[src/rtl/evtshare_pkg.sv]
package evtshare_pkg;

    typedef enum logic [1:0] {
        DIV_FULL    = 2'd0,
        DIV_HALF    = 2'd1,
        DIV_QUARTER = 2'd2,
        DIV_EIGHTH  = 2'd3
    } trc_div_e;

    typedef enum logic {
        ST_IDLE  = 1'b0,
        ST_PULSE = 1'b1
    } pstate_e;

    localparam int unsigned MAX_PULSE = 8;
    localparam int unsigned CNT_W     = $clog2(MAX_PULSE);
    localparam trc_div_e    FALLBACK_DIV = DIV_HALF;

    typedef logic [CNT_W-1:0] pulse_cnt_t;

    typedef struct packed {
        logic     active;
        trc_div_e div;
    } trc_cfg_t;

    function automatic trc_div_e effective_div(trc_cfg_t cfg);
        return cfg.active ? cfg.div : FALLBACK_DIV;
    endfunction

    function automatic pulse_cnt_t pulse_last(trc_div_e d);
        pulse_cnt_t r;
        case (d)
            DIV_FULL:    r = pulse_cnt_t'(0);
            DIV_HALF:    r = pulse_cnt_t'(1);
            DIV_QUARTER: r = pulse_cnt_t'(3);
            default:     r = pulse_cnt_t'(7);
        endcase
        return r;
    endfunction

endpackage

[src/rtl/evtshare_edge.sv]
module evtshare_edge #(
    parameter int unsigned N_CLIENTS = 4
) (
    input  logic                 clk,
    input  logic                 rst,
    input  logic [N_CLIENTS-1:0] req_n,
    output logic                 fall_any
);
    logic [N_CLIENTS-1:0] hist_n;
    logic [N_CLIENTS-1:0] fall_v;

    for (genvar i = 0; i < N_CLIENTS; i++) begin : g_client
        always_ff @(posedge clk) begin
            if (rst) hist_n[i] <= 1'b1;
            else     hist_n[i] <= req_n[i];
        end

        assign fall_v[i] = hist_n[i] & ~req_n[i];

        // a request already low on the previous cycle raises no edge
        a_r5_held_no_edge: assert property (@(posedge clk) disable iff (rst)
            (!$past(rst) && !$past(req_n[i]) && !req_n[i]) |-> !fall_v[i]);
    end

    assign fall_any = |fall_v;

endmodule

[src/rtl/evtshare_timer.sv]
module evtshare_timer
    import evtshare_pkg::*;
(
    input  logic       clk,
    input  logic       rst,
    input  logic       trig,
    input  pulse_cnt_t last_cnt,
    output logic       evt_n
);
    pstate_e    state;
    pulse_cnt_t cnt;
    logic       pend;
    logic       evt_q;

    always_ff @(posedge clk) begin
        if (rst) begin
            state <= ST_IDLE;
            cnt   <= '0;
            pend  <= 1'b0;
            evt_q <= 1'b1;
        end else begin
            case (state)
                ST_IDLE: begin
                    if (trig || pend) begin
                        state <= ST_PULSE;
                        cnt   <= last_cnt;
                        evt_q <= 1'b0;
                        pend  <= 1'b0;
                    end
                end
                default: begin
                    pend <= pend | trig;
                    if (cnt == '0) begin
                        state <= ST_IDLE;
                        evt_q <= 1'b1;
                    end else begin
                        cnt <= cnt - pulse_cnt_t'(1);
                    end
                end
            endcase
        end
    end

    assign evt_n = evt_q;

    logic [CNT_W:0] low_run;
    always_ff @(posedge clk) begin
        if (rst)             low_run <= '0;
        else if (evt_q)      low_run <= '0;
        else if (low_run != '1) low_run <= low_run + 1'b1;
    end

    // no pulse is longer than the widest configurable period
    a_r3_max_width: assert property (@(posedge clk) disable iff (rst)
        low_run <= (CNT_W+1)'(MAX_PULSE));

    // the last pulse cycle always releases the pin, even with a new request
    a_r6_no_extend: assert property (@(posedge clk) disable iff (rst)
        (state == ST_PULSE && cnt == '0) |=> evt_q);

    // an idle timer starts on the edge where a trigger is present
    a_r10_start: assert property (@(posedge clk) disable iff (rst)
        (state == ST_IDLE && trig) |=> !evt_q);

endmodule

[src/rtl/evt_share_combiner.sv]
module evt_share_combiner
    import evtshare_pkg::*;
#(
    parameter int unsigned N_CLIENTS = 4
) (
    input  logic                 clk,
    input  logic                 rst,
    input  logic [N_CLIENTS-1:0] req_n,
    input  logic                 trc_active,
    input  logic [1:0]           trc_div,
    output logic                 evt_n
);
    trc_cfg_t   cfg;
    pulse_cnt_t last_cnt;
    logic       fall_any;

    always_comb begin
        cfg.active = trc_active;
        cfg.div    = trc_div_e'(trc_div);
        last_cnt   = pulse_last(effective_div(cfg));
    end

    evtshare_edge #(.N_CLIENTS(N_CLIENTS)) edge_i (
        .clk      (clk),
        .rst      (rst),
        .req_n    (req_n),
        .fall_any (fall_any)
    );

    evtshare_timer timer_i (
        .clk      (clk),
        .rst      (rst),
        .trig     (fall_any),
        .last_cnt (last_cnt),
        .evt_n    (evt_n)
    );

    // the pin comes out of reset deasserted
    a_r1_reset_high: assert property (@(posedge clk) disable iff (rst)
        $past(rst) |-> evt_n);

    // every pulse begins from a request edge seen on the previous cycle or pending
    a_r2_cause: assert property (@(posedge clk) disable iff (rst)
        ($fell(evt_n) && !$past(rst)) |-> ($past(fall_any) || !$past(evt_n, 2)));

endmodule

[config.mk]
export PLATFORM = sky130hd
export DESIGN_NAME = evt_share_combiner
export DESIGN_NICKNAME = d
export VERILOG_FILES = /design/src/rtl/evtshare_pkg.sv /design/src/rtl/evtshare_edge.sv /design/src/rtl/evtshare_timer.sv /design/src/rtl/evt_share_combiner.sv
export SDC_FILE = /design/constraint.sdc
export NUM_CORES = 1
export LEC_CHECK = 0
export BUFFER_PORTS_ARGS = -buffer_cell sky130_fd_sc_hd__buf_2
export CORE_MARGIN = 5
export CORE_UTILIZATION = 35
export DETAILED_ROUTE_END_ITERATION = 6
export MAX_ROUTING_LAYER = met4
export REMOVE_ABC_BUFFERS = 1
export SYNTH_ARGS = -nofsm -noshare
export SYNTH_HDL_FRONTEND = slang
export SYNTH_SLANG_ARGS = --single-unit
[constraint.sdc]
create_clock -name clk -period 1.7 [get_ports clk]
set_clock_uncertainty 0.05 [all_clocks]
set_input_delay 0.085 -clock clk [delete_from_list [all_inputs] [get_ports clk]]
set_output_delay 0.085 -clock clk [all_outputs]
set_load 0.01 [all_outputs]
==> flow_summary.json <==
{
  "stdcell_count": 83,
  "setup.worst_path.start": "req_n[0]",
  "tns_ns": 0,
  "syn_avg_cell_area_sq_um": 9.42,
  "cts_buffers": 3,
  "grt_max_degree": 12,
  "place.port_buffers": 9,
  "clock_path_buffers": 2,
  "slew_headroom_pct": 74.5,
  "min_path_type": "in -> reg",
  "synth_cell_types": 26,
  "timing.final.crit_period_ns": 1.36,
  "yosysSeqAreaShare_pct": 40.1,
  "dieWidth_um": 47.8,
  "setup_slack_ns": 0.336,
  "synthMuxAreaShare_pct": 4.01,
  "clock.fmax_ghz": 0.733,
  "setup_violations": 0,
  "fillCellCount": 132,
  "drtAntennaViolNets": 0,
  "drive_above_1_share_pct": 30.9,
  "drtIter0Drc": 3,
  "r2r_end": "timer_i.cnt[0]$_SDFFE_PP0P_",
  "rows": 13,
  "reg2reg_depth": 3,
  "drtPass1Iterations": 2,
  "startpoint_type": "input pin",
  "power_density_mw_per_mm2": 1110,
  "criticalPathCategory": "in -> reg",
  "clockRootBuffer": "clkbuf_4",
  "dieArea_sq_mm": 0.00228,
  "placed_cells": 75,
  "synth_top_area_cell": "dfxtp_1",
  "synth_cells": 53,
  "reg2reg_from": "timer_i.state$_SDFF_PP0_",
  "final_cell_mix": "dfxtp_1 (10), buf_2 (9), inv_1 (5)",
  "cts.sinks": 10,
  "core_area_sq_mm": 0.00132,
  "avgViaCountPerCell": 4.84,
  "overflow": 0,
  "die_h_um": 47.8,
  "end_kind": "flop",
  "diodes": 0,
  "path_clk_slew_ns": 0.07,
  "grt_busiest_layer": "met2",
  "p_leak_nw": 0.274,
  "seq_area_sq_um": 200,
  "worst_pin_slew_ns": 0.383,
  "drv_cap": 0,
  "grtUsageTotal_pct": 11.3,
  "route.detailed.drc": 0,
  "pre_cts_ws_ns": 0.341,
  "cts_tree": "yes",
  "grt_pass1_vias": 376,
  "use_met3_pct": 6.77,
  "timing.final.hold_violations": 0,
  "final_nets": 80,
  "ir_drop_uv": 520,
  "grt_use_met1_pct": 12.7,
  "antenna_found_initial": 0,
  "finalWeightedCongestion": 0.752,
  "clock_latency_ns": 0.26,
  "netlist_area_sq_um": 499,
  "vias": 402,
  "crit_fanout": 3,
  "h-tree-depth": 1,
  "synth_compound_gate_area_share_pct": 20.3,
  "synth_seq_cells": 10,
  "wl_um": 949,
  "hpwl_um": 703,
  "maxSlewViolCount": 0,
  "grtUsageMet2_pct": 16.9,
  "synth_adder_area_share_pct": 5.01,
  "io_pins": 10,
  "syn2layout_area_growth_pct": 25.1,
  "synthXorXnorAreaFrac_pct": 1.75,
  "final_common_cell": "dfxtp_1",
  "synth_top_family_by_area": "simple AND/OR/NAND/NOR gates",
  "yosysTopAreaCellShare_pct": 40.1,
  "grt_pass1_wl_um": 1680,
  "multi_input_area_sq_um": 265,
  "cp-endpoint": "timer_i.cnt[0]$_SDFFE_PP0P_",
  "status": "complete, no violations",
  "synth-simple-area-share_pct": 22.1,
  "yosys_warnings": 0,
  "initial_utilization_pct": 37.9,
  "fin_util_pct": 47.4,
  "r2r_slack_ns": 0.34,
  "cp_data_required_time_ns": 1.84,
  "synth.area.top_cells": "dfxtp_1 (40%), ha_1 (5.0%), or2_2 (5.0%)",
  "finalCritPeriodShare_pct": 80.2,
  "hold_slack_ns": 0.0636,
  "post_drt_wl_per_cell_um": 11.4,
  "worstPathArrival_ns": 1.51,
  "rsz0062_at_grt": "false"
}
registers in the layout, indices dropped and copies added, names as in the netlist:
| register | flops |
|---|---|
| timer_i.pend | 1 |
| timer_i.state | 1 |
| timer_i.evt_n | 1 |
| edge_i.hist_n | 4 |
| timer_i.cnt | 3 |
cells in the mapped netlist:
master / n
dfxtp_1: 10
inv_1: 5
nor2_1: 4
or2_2: 4
a21oi_1: 3
nand2_1: 3
a211oi_1: 2
ha_1: 2
mux2i_1: 2
nand2b_1: 2
a211o_2: 1
a221oi_1: 1
buf_6: 1
clkbuf_1: 1
nor2b_1: 1
nor3_1: 1
nor3b_1: 1
nor4b_1: 1
o21ai_1: 1
o21bai_1: 1
o221a_2: 1
o221ai_1: 1
o22ai_4: 1
or2b_1: 1
or3_4: 1
xor2_1: 1
stage by stage:
step	cell area (sq um)	total power, mW
4_1_cts	624	0.699
3_5_place_dp	548	0.474
3_3_place_gp	548	0.472
2_1_floorplan	484	0.430
6_report	624	0.692
5_1_grt	624	0.753
worst max-delay path, cell delays in order:
cell and delay (ns):
dlygate4sd3_1 0.52, buf_2 0.10, nor2b_1 0.05, or3_4 0.35, o22ai_4 0.19, mux2i_1 0.21
layer usage:
layer  part of all wire, %  wire length (um)
met1                    47               447
met3                   7.2                68
met4                  0.63                 6
met2                    45               427
met5                     0                 0
layout make-up:
cell class / instances / area share, %
inverters: 5 / 3.01
flip-flops and latches: 10 / 32.1
multi-input cells: 36 / 42.5
well taps: 15 / 3.01
repair buffers: 13 / 13.6
clock buffers: 4 / 5.81
report_power, final:
part / internal [mW] / leakage [nW] / switching (mW)
logic: 0.0916 / 0.170 / 0.0855
clock network: 0.130 / 0.0210 / 0.0872
registers: 0.267 / 0.0834 / 0.0301
what timing repair did:
item | 4_1_cts | 5_1_grt
hold buffers | 4 | 0
gates resized for setup | 0 | 0
endpoints found under the hold margin | 4 | 0
setup buffers | 0 | 0
worst min-delay path by stage:
stage,start,endpoint,slack [ns],depth (start not counted)
after global routing,rst,timer_i.cnt[1]$_SDFFE_PP0P_,0.08,2
after floorplan,rst,timer_i.state$_SDFF_PP0_,0.11,1
after CTS,rst,timer_i.cnt[1]$_SDFFE_PP0P_,0.06,2
final,rst,timer_i.cnt[1]$_SDFFE_PP0P_,0.06,2
after global placement,req_n[1],edge_i.hist_n[1]$_SDFF_PP1_,0.23,2
after detailed placement,req_n[1],edge_i.hist_n[1]$_SDFF_PP1_,0.23,2
cells by family after synthesis:
| group | count (synthesis) |
|---|---|
| buffers and inverters | 7 |
| xor gates and xnor gates | 1 |
| muxes | 2 |
| and+or+nand+nor | 19 |
| AOI/OAI and AO/OA | 12 |
| DFF | 10 |
| adders and majority gates | 2 |
Note: power is estimated with default switching activity, not from simulation.
